**src/rtl/sadc_pkg.sv**
```systemverilog
package sadc_pkg;

  typedef enum logic [2:0] {
    ST_IDLE,
    ST_CONV,
    ST_WHI,
    ST_WLO,
    ST_READ
  } sadc_st_t;

  // Legal divider check: ext=1 bounds the generated clock to [lo_hz, hi_hz].
  function automatic logic div_legal(input logic ext, input longint div,
                                     input longint clk_hz, input longint lo_hz,
                                     input longint hi_hz);
    longint dmin;
    longint dmax;
    dmin = (clk_hz + 2 * hi_hz - 1) / (2 * hi_hz);
    dmax = clk_hz / (2 * lo_hz);
    if (ext) return (div >= dmin) && (div <= dmax);
    return div != 0;
  endfunction

endpackage

```
**src/rtl/sadc_clkgen.sv**
```systemverilog
module sadc_clkgen #(
  parameter int DIV_W = 16,
  parameter int NPER  = 16
) (
  input  logic             clk,
  input  logic             rst,
  input  logic             run,
  input  logic [DIV_W-1:0] half,
  output logic             sclk,
  output logic             rise_ev,
  output logic             last_fall
);
  localparam int NW = $clog2(NPER + 1);

  logic [DIV_W-1:0] cnt;
  logic [NW-1:0]    nper;
  logic             tick;
  logic             fall_ev;

  assign tick      = run && (cnt == half - 1'b1);
  assign rise_ev   = tick && !sclk;
  assign fall_ev   = tick && sclk;
  assign last_fall = fall_ev && (nper == NW'(NPER - 1));

  always_ff @(posedge clk) begin
    if (rst || !run) begin
      cnt  <= '0;
      sclk <= 1'b0;
      nper <= '0;
    end else if (tick) begin
      cnt  <= '0;
      sclk <= ~sclk;
      if (fall_ev && nper != NW'(NPER)) nper <= nper + 1'b1;
    end else begin
      cnt <= cnt + 1'b1;
    end
  end

  assert_sclk_rest_R2: assert property (@(posedge clk) disable iff (rst)
    !run |=> !sclk);

endmodule

```
**src/rtl/sadc_shifter.sv**
```systemverilog
module sadc_shifter #(
  parameter int NB = 14
) (
  input  logic          clk,
  input  logic          rst,
  input  logic          clr,
  input  logic          take,
  input  logic          fin,
  input  logic          sdata,
  output logic [NB-1:0] res_data,
  output logic          res_valid
);
  localparam int BW = $clog2(NB + 1);

  logic [NB-1:0] sh;
  logic [BW-1:0] bitcnt;

  always_ff @(posedge clk) begin
    if (rst) begin
      sh        <= '0;
      bitcnt    <= '0;
      res_data  <= '0;
      res_valid <= 1'b0;
    end else begin
      res_valid <= 1'b0;
      if (clr) begin
        bitcnt <= '0;
      end else if (take && bitcnt < BW'(NB)) begin
        sh     <= {sh[NB-2:0], sdata};
        bitcnt <= bitcnt + 1'b1;
      end
      if (fin) begin
        res_data  <= sh;
        res_valid <= 1'b1;
      end
    end
  end

  assert_word_complete_R3: assert property (@(posedge clk) disable iff (rst)
    fin |-> bitcnt == BW'(NB));

  assert_valid_single_R8: assert property (@(posedge clk) disable iff (rst)
    res_valid |=> !res_valid);

endmodule

```
**src/rtl/sadc_timer.sv**
```systemverilog
module sadc_timer #(
  parameter int TO_CYC = 4096
) (
  input  logic clk,
  input  logic rst,
  input  logic en,
  output logic expired
);
  localparam int TW = $clog2(TO_CYC);
  localparam logic [TW-1:0] LIM = TW'(TO_CYC - 1);

  logic [TW-1:0] cnt;

  assign expired = en && (cnt == LIM);

  always_ff @(posedge clk) begin
    if (rst || !en) cnt <= '0;
    else if (cnt != LIM) cnt <= cnt + 1'b1;
  end

endmodule

```
**src/rtl/sadc_capture_ctrl.sv**
```systemverilog
module sadc_capture_ctrl #(
  parameter int     DIV_W  = 16,
  parameter int     NB     = 14,
  parameter int     NPER   = 16,
  parameter int     TO_CYC = 4096,
  parameter longint CLK_HZ = 200_000_000,
  parameter longint MIN_HZ = 30_000,
  parameter longint MAX_HZ = 4_500_000
) (
  input  logic             clk,
  input  logic             rst,
  input  logic             start,
  input  logic             mode_sel,
  input  logic [DIV_W-1:0] div_cfg,
  input  logic             busy_in,
  input  logic             sdata_in,
  output logic             conv_start,
  output logic             rd_n,
  output logic             sclk,
  output logic             res_valid,
  output logic [NB-1:0]    res_data,
  output logic             cfg_reject,
  output logic             to_err
);
  import sadc_pkg::*;

  sadc_st_t         st;
  logic             mode_q;
  logic [DIV_W-1:0] div_q;
  logic             busy_m, busy_s;
  logic             legal, acc_ev, rej_ev;
  logic             run, rise_ev, last_fall;
  logic             take, fin, wait_en, wait_exp;

  assign legal  = div_legal(mode_sel, longint'(div_cfg), CLK_HZ, MIN_HZ, MAX_HZ);
  assign acc_ev = (st == ST_IDLE) && start && !busy_s && legal;
  assign rej_ev = (st == ST_IDLE) && start && !busy_s && !legal;

  assign run     = (st == ST_READ) || (mode_q && st == ST_WLO);
  assign take    = rise_ev && (st == ST_READ);
  assign fin     = last_fall && (st == ST_READ);
  assign wait_en = (st == ST_WHI) || (st == ST_WLO);

  assign conv_start = (st == ST_CONV);
  assign rd_n       = (st != ST_READ);

  always_ff @(posedge clk) begin
    if (rst) begin
      busy_m <= 1'b0;
      busy_s <= 1'b0;
    end else begin
      busy_m <= busy_in;
      busy_s <= busy_m;
    end
  end

  always_ff @(posedge clk) begin
    if (rst) begin
      st         <= ST_IDLE;
      mode_q     <= 1'b0;
      div_q      <= DIV_W'(1);
      cfg_reject <= 1'b0;
      to_err     <= 1'b0;
    end else begin
      cfg_reject <= rej_ev;
      unique case (st)
        ST_IDLE: if (acc_ev) begin
          st     <= ST_CONV;
          mode_q <= mode_sel;
          div_q  <= div_cfg;
        end
        ST_CONV: st <= mode_q ? ST_READ : ST_WHI;
        ST_WHI: begin
          if (wait_exp) begin
            st     <= ST_IDLE;
            to_err <= 1'b1;
          end else if (busy_s) begin
            st <= ST_WLO;
          end
        end
        ST_WLO: begin
          if (wait_exp) begin
            st     <= ST_IDLE;
            to_err <= 1'b1;
          end else if (!busy_s) begin
            if (!mode_q) st <= ST_READ;
            else if (!sclk && !rise_ev) st <= ST_IDLE;
          end
        end
        ST_READ: if (last_fall) st <= mode_q ? ST_WLO : ST_IDLE;
        default: st <= ST_IDLE;
      endcase
    end
  end

  sadc_clkgen #(.DIV_W(DIV_W), .NPER(NPER)) u_clk (
    .clk(clk), .rst(rst), .run(run), .half(div_q),
    .sclk(sclk), .rise_ev(rise_ev), .last_fall(last_fall)
  );

  sadc_shifter #(.NB(NB)) u_sh (
    .clk(clk), .rst(rst), .clr(conv_start), .take(take), .fin(fin),
    .sdata(sdata_in), .res_data(res_data), .res_valid(res_valid)
  );

  sadc_timer #(.TO_CYC(TO_CYC)) u_to (
    .clk(clk), .rst(rst), .en(wait_en), .expired(wait_exp)
  );

  assert_strobe_single_R1: assert property (@(posedge clk) disable iff (rst)
    conv_start |=> !conv_start);

  assert_strobe_needs_idle_R1: assert property (@(posedge clk) disable iff (rst)
    $rose(conv_start) |-> !$past(busy_s));

  assert_quiet_in_busy_R4: assert property (@(posedge clk) disable iff (rst)
    (rise_ev && !mode_q) |-> !busy_s);

  assert_window_clocked_R7: assert property (@(posedge clk) disable iff (rst)
    !rd_n |-> run);

  assert_reject_no_strobe_R6: assert property (@(posedge clk) disable iff (rst)
    cfg_reject |-> !conv_start);

  assert_err_sticky_R9: assert property (@(posedge clk) disable iff (rst)
    to_err |=> to_err);

endmodule

```
**config.mk**
```make
export PLATFORM = sky130hd
export DESIGN_NAME = sadc_capture_ctrl
export DESIGN_NICKNAME = d
export VERILOG_FILES = /design/src/rtl/sadc_pkg.sv /design/src/rtl/sadc_clkgen.sv /design/src/rtl/sadc_shifter.sv /design/src/rtl/sadc_timer.sv /design/src/rtl/sadc_capture_ctrl.sv
export SDC_FILE = /design/constraint.sdc
export NUM_CORES = 1
export LEC_CHECK = 0
export BUFFER_PORTS_ARGS = -buffer_cell sky130_fd_sc_hd__buf_4
export CAP_MARGIN = 20
export CORE_ASPECT_RATIO = 1.25
export CORE_MARGIN = 2
export CORE_UTILIZATION = 30
export DETAILED_ROUTE_END_ITERATION = 16
export RECOVER_POWER = 100
export SYNTH_ARGS = -nofsm -noshare
export SYNTH_HDL_FRONTEND = slang
export SYNTH_SLANG_ARGS = --single-unit
```
**constraint.sdc**
```tcl
create_clock -name clk -period 3.33 [get_ports clk]
set_input_delay 0.999 -clock clk [delete_from_list [all_inputs] [get_ports clk]]
set_output_delay 0.999 -clock clk [all_outputs]
set_load 0.01 [all_outputs]
```
-- Yosys cells after proc, flatten, opt, wreduce, memory -nomap -nowiden
Index checks and enable logic that the tools add are counted.
- register bits: 91
- bits of input ports: 22
- output and inout port bits: 20
- logic and storage cells: 91
- add/sub/neg operators: 5
- order comparisons: 3
- equality and inequality tests: 15
- mux-type cells: 15
- bitwise logic cells: 2
- reductions and logical operators: 36
- operator list (kind ; number):
    3-bit two-way mux ; 9
    16-bit by 1-bit adder with 16-bit output, second input constant ; 1
    16-bit == test ; 1
    16-bit by 5-bit greater-or-equal comparator with 1-bit output, second input constant ; 1
    16-bit by 12-bit less-or-equal comparator with 1-bit output, second input constant ; 1
    1-bit logical AND ; 16
    16-bit nonzero test ; 1
    16-bit by 1-bit subtractor with 16-bit output, second input constant ; 1
    3-bit case mux with 5 select lines ; 1
    12-bit by 1-bit adder with 12-bit output, second input constant ; 1
    12-bit == test, second input constant ; 1
    12-bit != test, second input constant ; 1
    2-bit AND reduction ; 4
    3-bit by 2-bit == test with 1-bit output, second input constant ; 2
    1-bit zero test ; 6
    3-bit by 2-bit != test with 1-bit output, second input constant ; 2
    2-bit OR reduction ; 3
    5-bit by 1-bit adder with 5-bit output, second input constant ; 1
    5-bit by 4-bit == test with 1-bit output, second input constant ; 1
    5-bit != test, second input constant ; 1
    5-bit AND reduction ; 1
    4-bit by 1-bit adder with 4-bit output, second input constant ; 1
    1-bit logical OR ; 4
    4-bit less-than comparator, second input constant ; 1
    9 further kinds ; 14

-- Logic depth before layout (Yosys ltp)
Gate-level depths: netlist of run 1.
- word-level depth: 12
- gate-level depth with buffers: 12
- gate-level depth less buffers: 10

-- Modules after synthesis
Synthesis of run 1 repeated with hierarchy kept, for this count alone.
- cells, all modules: 534
- area total of the unflattened synthesis: 4703.3 um2
- by module, submodules not included (module ; instances ; cells an instance ; area an instance (um2) ; sequential area each (um2)):
    sadc_clkgen ; 1 ; 207 ; 1624.1 ; 440.4
    sadc_shifter ; 1 ; 115 ; 1262.5 ; 660.6
    sadc_capture_ctrl ; 1 ; 148 ; 1244.9 ; 480.5
    sadc_timer ; 1 ; 64 ; 571.8 ; 240.2

-- Least setup slack after synthesis of run 1
No wires, ideal clock.
- path type: flip-flop to flip-flop
- start point: register div_q[0]
- end point: register u_sh.res_data[5]
- setup time: 128 ps
- arrival time: 3092 ps
- data required time: 3202 ps
- slack: 111 ps
- cell stages (with the launch flop): 13
- path buffers: 2
- period minus slack after synthesis: 3219 ps
- cells stage by stage: dfxtp_1 > inv_1 > ha_1 > xor2_1 > nand2_1 > a2111o_1 > or4_1 > or3_1 > buf_6 > nor4_4 > buf_6 > mux2i_1 > nor2_1
- longest elaborated chain between the ends: 6
- ends and longest elaborated chain (element ; RTL line ; source):
    start: declaration ; sadc_capture_ctrl.sv:29 ; logic [DIV_W-1:0] div_q;
    start signal: assignment ; sadc_capture_ctrl.sv:70 ; div_q <= div_cfg;
    16-bit by 1-bit subtractor with 16-bit output ; sadc_clkgen.sv:20 ; assign tick = run && (cnt == half - 1'b1);
    16-bit == test ; sadc_clkgen.sv:20 ;
    1-bit logical AND ; sadc_clkgen.sv:20 ;
    1-bit logical AND ; sadc_clkgen.sv:22 ; assign fall_ev = tick && sclk;
    1-bit logical AND ; sadc_clkgen.sv:23 ; assign last_fall = fall_ev && (nper == NW'(NPER - 1));
    1-bit logical AND ; sadc_capture_ctrl.sv:41 ; assign fin = last_fall && (st == ST_READ);
    end signal: assignment ; sadc_shifter.sv:33 ; res_data <= sh;
    end: declaration ; sadc_shifter.sv:10 ; output logic [NB-1:0] res_data,
Every way passes these cells.
A chain may end at the register's enable or synchronous reset.

-- Final worst setup path of run 1
- start point: register div_q[1]
- end point: register u_clk.nper[2]
- longest elaborated chain between the ends: 6
- ends and longest elaborated chain (element ; RTL line ; source):
    16-bit by 1-bit subtractor with 16-bit output * ; sadc_clkgen.sv:20 ;
    16-bit == test * ; sadc_clkgen.sv:20 ;
    1-bit logical AND * ; sadc_clkgen.sv:20 ;
    1-bit logical AND ; sadc_clkgen.sv:22 ;
    1-bit logical AND ; sadc_clkgen.sv:33 ; if (fall_ev && nper != NW'(NPER)) nper <= nper + 1'b1;
    2-bit AND reduction (no source line) * ; -- ;
    end signal: assignment ; sadc_clkgen.sv:33 ;
    end: declaration ; sadc_clkgen.sv:16 ; logic [NW-1:0] nper;
Mark *: on every way between the ends. The rest lies on a longest branch, timed or not.

==> reports/results.txt, run 1 <==
Worst-path clk slew - 0.07 ns
Crit path top cell by count - nor2_1
antenna cells - 0
RePlAce Congestion - 0.9071
grt ovf - 0
R2R Path Start - div_q[1]$_SDFFE_PP0P_
crit path to - u_clk.nper[2]$_SDFFE_PP0P_
Pre-antenna DRT Iters - 4
Max Cap Violations - 0
layout cell share with drive strength beyond 1 - 0.1243
Critical Path Slowest Stage Cell - or4_4
Fmax - 315.8 MHz
# port buffers - 41
Setup crit start - div_q[1]$_SDFFE_PP0P_
post-DR vias/cell - 5.015
Leakage - 1.811 nW
FF-to-FF setup slack - 0.16 ns
clock skew - 0.01117 ns
cell row count - 49
Seq/Total Area, Yosys - 0.4064
Clock Latency Late Sink - 0.35 ns
slowest stage delay, CP - 0.52 ns
PwrDens - 452.0 mW/mm2
I/O Pins - 42
final setup vio count - 0
crit path cell chain - inv_1 > ha_4 > or4b_1 > nor2_1 > nor2_1 > or4_1 > or3_4 > or4_4 > or3_1 > a21oi_1
clk root buf - clkbuf_16
Post-DP HPWL - 7.595 mm
drt wl/cell - 13.63 um
DRC Markers - 0
status - finished clean
pin count of the biggest net entering global routing - 58
Total Power - 2.404 mW
total negative slack - 0 ns
Die Span X - 113.3 um
Async SR Flop Fraction - 0
clock buffer depth - 2
Critical Path AT - 3.44 ns
Max Slew Vio Count - 0
Initial Util - 0.3085
period utilization - 0.9511
min cycle time layout - 3.167 ns
Post-synth EDFFs - 0
DRT antenna net count - 0
Max VDD drop - 0.2531 mV
Die Y - 140.7 um
Syn Area/Cell - 8.860 um2
Syn Inst Count - 506
number of vias in the routed layout - 3716
Setup crit end kind - flop
register bit count reported by yosys - 91
Max-slew headroom - 0.2477
crit start category - flop
hold path cells - 1
Most used DFF post-synth - dfxtp_1
Crit Path Category - reg2reg
H-tree depth - 3
YS warnings - 0
CTS Hold Buffers Added - 0
RSZ-0062 raised after global routing - false
Worst R2R Path Depth - 10
syn nets - 535
Mapped Area - 0.004483 mm2
Layout area overhead - 18.64%
DIE AREA - 0.01594 mm2
initial antenna violation count - 0
Final Hold Vio Count - 0
vias in the first global route - 3733
CORE AREA - 0.01453 mm2
final core utilization - 0.3661
worst-margin pin slew - 1.128 ns
postcts setup bufs - 0
Nets - 587
global-route wire length before repair - 17.26 mm
CTS tree - built
clock sink count - 91
cts bufs inserted - 9
Worst Hold Margin - 0.4510 ns
worst min path class - reg2reg
post-synth cell types - 58
Routed Wire Length - 10.10 mm
DRT iter0 DRCs - 198
r2r endpoint - u_clk.nper[2]$_SDFFE_PP0P_
Total Routing Usage GR - 0.1320
Critical Path RT - 3.60 ns
crit path max fanout - 6
layout make-up:
type	instances	area, um2
clock buffer	9	225.2
clock inverter	7	93.84
fill	1475	9211
inverter	14	52.55
multi-input combinational	381	2506
sequential	91	1823
tap	178	222.7
timing repair buffer	61	395.4
layout by cell type, fill, tap and decap left out, types with 6 or more instances in the layout:
| cell | count |
|---|---|
| o21ai_0 | 14 |
| nand2_1 | 28 |
| buf_4 | 31 |
| inv_1 | 13 |
| mux2i_1 | 47 |
| nor2b_1 | 8 |
| nand4_1 | 6 |
| clkbuf_1 | 24 |
| nand3_1 | 15 |
| clkbuf_16 | 9 |
| a21oi_1 | 10 |
| xor2_1 | 17 |
| nor4_1 | 7 |
| ha_1 | 6 |
| dfxtp_1 | 90 |
| nor3_1 | 15 |
| nor2_1 | 104 |
| xnor2_1 | 27 |
| a31oi_1 | 9 |
worst max-delay path: cells and delay by family, from the launching register on:
kind	cells	cell delay, ns
flip-flops	1	0.34
AND/OR/NAND/NOR	7	2.33
AO/OA/AOI/OAI	1	0.15
adder cells (fa/ha/maj)	1	0.17
buffers and inverters	1	0.09
cells by family after synthesis:
logic type      count (synthesis)  synth area share
compound gates                 61           0.09210
xor+xnor                       45           0.09182
fa+ha+maj                       7           0.01954
buf+inv                        34           0.03796
flops                          91            0.4064
mux                            47            0.1049
simple gates                  221            0.2473
flip-flops by register name, indices dropped and copies added, names as in the netlist:
register	flops
busy_m	1
busy_s	1
cfg_reject	1
div_q	16
mode_q	1
st	3
to_err	1
u_clk.cnt	16
u_clk.nper	5
u_clk.sclk	1
u_sh.bitcnt	4
u_sh.res_data	14
u_sh.res_valid	1
u_sh.sh	14
u_to.cnt	12
metal layers:
metal / global-route usage / vias up / routed length (um)
li1: - / 1881 / -
met1: 0.1509 / 1730 / 4390
met2: 0.2320 / 86 / 5013
met3: 0.02408 / 19 / 369
met4: 0.07060 / 0 / 327
met5: 0 / - / 0
power by group:
group,total (mW),internal [mW],switching [mW]
logic,0.217,0.101,0.116
registers,1.12,1.10,0.0219
clock network,1.06,0.602,0.461
worst min path at each step:
stage	start	end
after floorplan	busy_m$_SDFF_PP0_	busy_s$_SDFF_PP0_
after global placement	busy_m$_SDFF_PP0_	busy_s$_SDFF_PP0_
after detailed placement	busy_m$_SDFF_PP0_	busy_s$_SDFF_PP0_
after CTS	busy_m$_SDFF_PP0_	busy_s$_SDFF_PP0_
after global routing	busy_m$_SDFF_PP0_	busy_s$_SDFF_PP0_
final	busy_m$_SDFF_PP0_	busy_s$_SDFF_PP0_
synthesized netlist by cell type, types with 6 or more instances:
| master | count | area [um2] |
|---|---|---|
| a31oi_1 | 9 | 56.30 |
| a21oi_1 | 10 | 50.05 |
| nor3_1 | 14 | 70.07 |
| dfxtp_1 | 91 | 1822 |
| nand3_1 | 15 | 75.07 |
| clkbuf_1 | 12 | 45.04 |
| ha_1 | 7 | 87.58 |
| nand4_1 | 6 | 37.54 |
| nor4_1 | 8 | 50.05 |
| mux2i_1 | 47 | 470.5 |
| xor2_1 | 17 | 148.9 |
| inv_1 | 14 | 52.55 |
| nand2_1 | 28 | 105.1 |
| nor2_1 | 104 | 390.4 |
| xnor2_1 | 27 | 236.5 |
| o21ai_0 | 13 | 65.06 |
| nor2b_1 | 8 | 50.05 |
through the flow:
stage / area, um2 / worst slack, ns / std cells
2_1_floorplan: 4483 / 0.1109 / 506
3_3_place_gp: 5086 / 0.08596 / 725
3_5_place_dp: 5086 / 0.02076 / 725
4_1_cts: 5405 / 0.008156 / 741
5_1_grt: 5319 / 0.04147 / 741
6_report: 5319 / 0.1630 / 741
timing repair:
action,CTS,global route
resized for setup,0,7
endpoints found under the setup margin,0,18
hold endpoints to repair,0,0
No activity file was read; power rests on OpenSTA's default activity.
==> run 2, diff against run 1 <==
Settings changed: PLACE_DENSITY_LB_ADDON set to 0.25.
==> run 2 against run 1 <==
Setup slack got worse by 0.0017 ns; clock power about the same; die area unchanged; count of clock-buffer cells in the layout unchanged; global-route usage about the same; sequential power about the same; first-iteration DRC count decreased by 5.1%; power decreased by 1.2%; core utilization increased by 0.24 points; final area increased by 0.66%; via count decreased by 0.22%; hold slack about the same; critical path type unchanged.
==> reports/results.txt, run 2 (synthesis gave the netlist of run 1 again) <==
status - finished clean
antenna cells - 0 (unchanged)
Initial Util - 0.3085 (unchanged)
crit path max fanout - 6 (unchanged)
Pre-antenna DRT Iters - 5 (+1)
number of vias in the routed layout - 3708 (-0.22%)
global-route wire length before repair - 17.11 mm (-0.83%)
Die Y - 140.7 um (unchanged)
Multi-input gate area - 0.002526 mm2 (+0.80%)
worst min path class - reg2reg
Max Cap Violations - 0 (unchanged)
met3 Usage GRT - 0.02279 (-0.001290)
period utilization - 0.9516 (about the same)
Worst R2R Path Depth - 10 (unchanged)
DRC Markers - 0 (unchanged)
Worst Hold Margin - 0.4509 ns (-0.00004900 ns)
Top Registers - div_q: 16 flops, u_clk.cnt: 16 flops
pin count of the biggest net entering global routing - 58 (unchanged)
Storage cell area - 0.001824 mm2 (about the same)
Setup crit start - div_q[1]$_SDFFE_PP0P_
Die Span X - 113.3 um (unchanged)
Most Used Layer, Global Route - met2
# port buffers - 41 (unchanged)
crit start category - flop
non-filler instance count after layout - 743 (+0.27%)
vias in the first global route - 3526 (-5.5%)
Crit Path Category - reg2reg
Leakage - 1.824 nW (+0.75%)
Clock Latency Late Sink - 0.35 ns (about the same)
Worst-path clk slew - 0.07 ns (about the same)
Layout area overhead - 19.42%
grt met1 use - 0.1591 (+0.008141)
final setup vio count - 0 (unchanged)
Fmax - 315.6 MHz (about the same)
CTS tree - built
placed cells - 727 (+0.28%)
Setup crit end kind - flop
drt wl/cell - 14.11 um (+3.5%)
DIE AREA - 0.01594 mm2 (unchanged)
Total Routing Usage GR - 0.1322 (+0.0001373)
layout cell share with drive strength beyond 1 - 0.1451 (+0.02080)
grt ovf - 0 (unchanged)
Max VDD drop - 0.2108 mV (-17%)
DRT antenna net count - 0 (unchanged)
Critical Path AT - 3.45 ns (about the same)
Max-slew headroom - 0.5997 (+0.3520)
crit path to - u_clk.nper[2]$_SDFFE_PP0P_
clock buffer depth - 2 (unchanged)
H-tree depth - 3 (unchanged)
Nets - 589 (+0.34%)
Critical Path RT - 3.61 ns (about the same)
commonest non-fill, non-tap cell in the layout - nor2_1
CORE AREA - 0.01453 mm2 (unchanged)
r2r endpoint - u_clk.nper[2]$_SDFFE_PP0P_
Layout fillers - 1489 (+0.95%)
clk root buf - clkbuf_16
min cycle time layout - 3.169 ns (+0.001714 ns)
FF-to-FF setup slack - 0.16 ns (about the same)
Post-DP HPWL - 7.749 mm (+2.0%)
clock skew - 0.009631 ns (-0.001539 ns)
cts bufs inserted - 9 (unchanged)
clock sink count - 91 (unchanged)
GRT met2 Usage - 0.2279 (-0.004097)
initial antenna violation count - 0 (unchanged)
R2R Path Start - div_q[1]$_SDFFE_PP0P_
CTS Hold Buffers Added - 0 (unchanged)
I/O Pins - 42 (unchanged)
Final Hold Vio Count - 0 (unchanged)
post-DR vias/cell - 4.991 (-0.48%)
Routed Wire Length - 10.48 mm (+3.8%)
PwrDens - 443.7 mW/mm2 (-1.8%)
cell row count - 49 (unchanged)
most frequent cells in the layout - 102 x nor2_1, 89 x dfxtp_1, 47 x mux2i_1
worst-margin pin slew - 0.6005 ns (-0.5279 ns)
RePlAce Congestion - 0.8593 (-5.3%)
Max Slew Vio Count - 0 (unchanged)
DRT iter0 DRCs - 188 (-5.1%)
[run 2: cell count changes in the layout (fill, tap and decap cells not counted), sizes merged]
cell	previous run	this run
clkinv	2	5
buf	33	39
clkinvlp	1	0
clkbuf	36	33
dlymetal6s2s	1	0
inv	17	16
bufinv	1	0
[run 2: repair_timing]
| item | 4_1_cts | 5_1_grt |
|---|---|---|
| setup buffers | 0 | 0 |
| endpoints found under the setup margin | 0 | 18 |
| endpoints found under the hold margin | 0 | 0 |
| resized for setup | 0 | 10 |
[run 2: worst min-delay path by stage]
| stage | from | depth (start not counted) | slack [ns] | end |
|---|---|---|---|---|
| 2_1_floorplan | busy_m$_SDFF_PP0_ | 1 | 0.41 | busy_s$_SDFF_PP0_ |
| 3_3_place_gp | busy_m$_SDFF_PP0_ | 1 | 0.44 | busy_s$_SDFF_PP0_ |
| 3_5_place_dp | busy_m$_SDFF_PP0_ | 1 | 0.44 | busy_s$_SDFF_PP0_ |
| 4_1_cts | busy_m$_SDFF_PP0_ | 1 | 0.46 | busy_s$_SDFF_PP0_ |
| 5_1_grt | busy_m$_SDFF_PP0_ | 1 | 0.47 | busy_s$_SDFF_PP0_ |
| 6_report | busy_m$_SDFF_PP0_ | 1 | 0.45 | busy_s$_SDFF_PP0_ |
[run 2: metal layers]
metal | vias to the layer above | routed length, um
met5 | - | 0
met4 | 0 | 238
met3 | 17 | 317
met2 | 73 | 5150
met1 | 1740 | 4776
li1 | 1878 | -
[run 2: worst max-delay path: stages (launching register included)]
cell,delay (ns)
dfxtp_2,0.35
inv_1,0.09
ha_4,0.17
or4b_4,0.47
nor2_1,0.10
nor2_1,0.06
or4_1,0.47
or3_4,0.38
or4_4,0.55
or3_1,0.33
a21oi_1,0.14
[run 2: power breakdown]
group | switching, mW | internal [mW]
combinational | 0.121 | 0.106
clock | 0.494 | 0.534
sequential | 0.0191 | 1.10
[run 2: layout make-up]
class,count,area share
clock buffer,9,0.04207
clock inverter,7,0.01519
inverter,14,0.009815
multi-input combinational,381,0.4718
sequential,91,0.3407
tap,178,0.04160
timing repair buffer,63,0.07876
[run 2: stage by stage]
step	area, um2	power, mW	utilization	setup TNS [ns]	setup slack, ns
global placement	5089	1.364	0.3502	0	0.1038
finish	5354	2.376	0.3685	0	0.1613
global route	5354	2.474	0.3685	-0.002433	-0.002433
detailed placement	5089	1.366	0.3502	0	0.03265
CTS	5395	2.402	0.3713	0	0.02163
floorplan	4483	1.279	-	0	0.1109
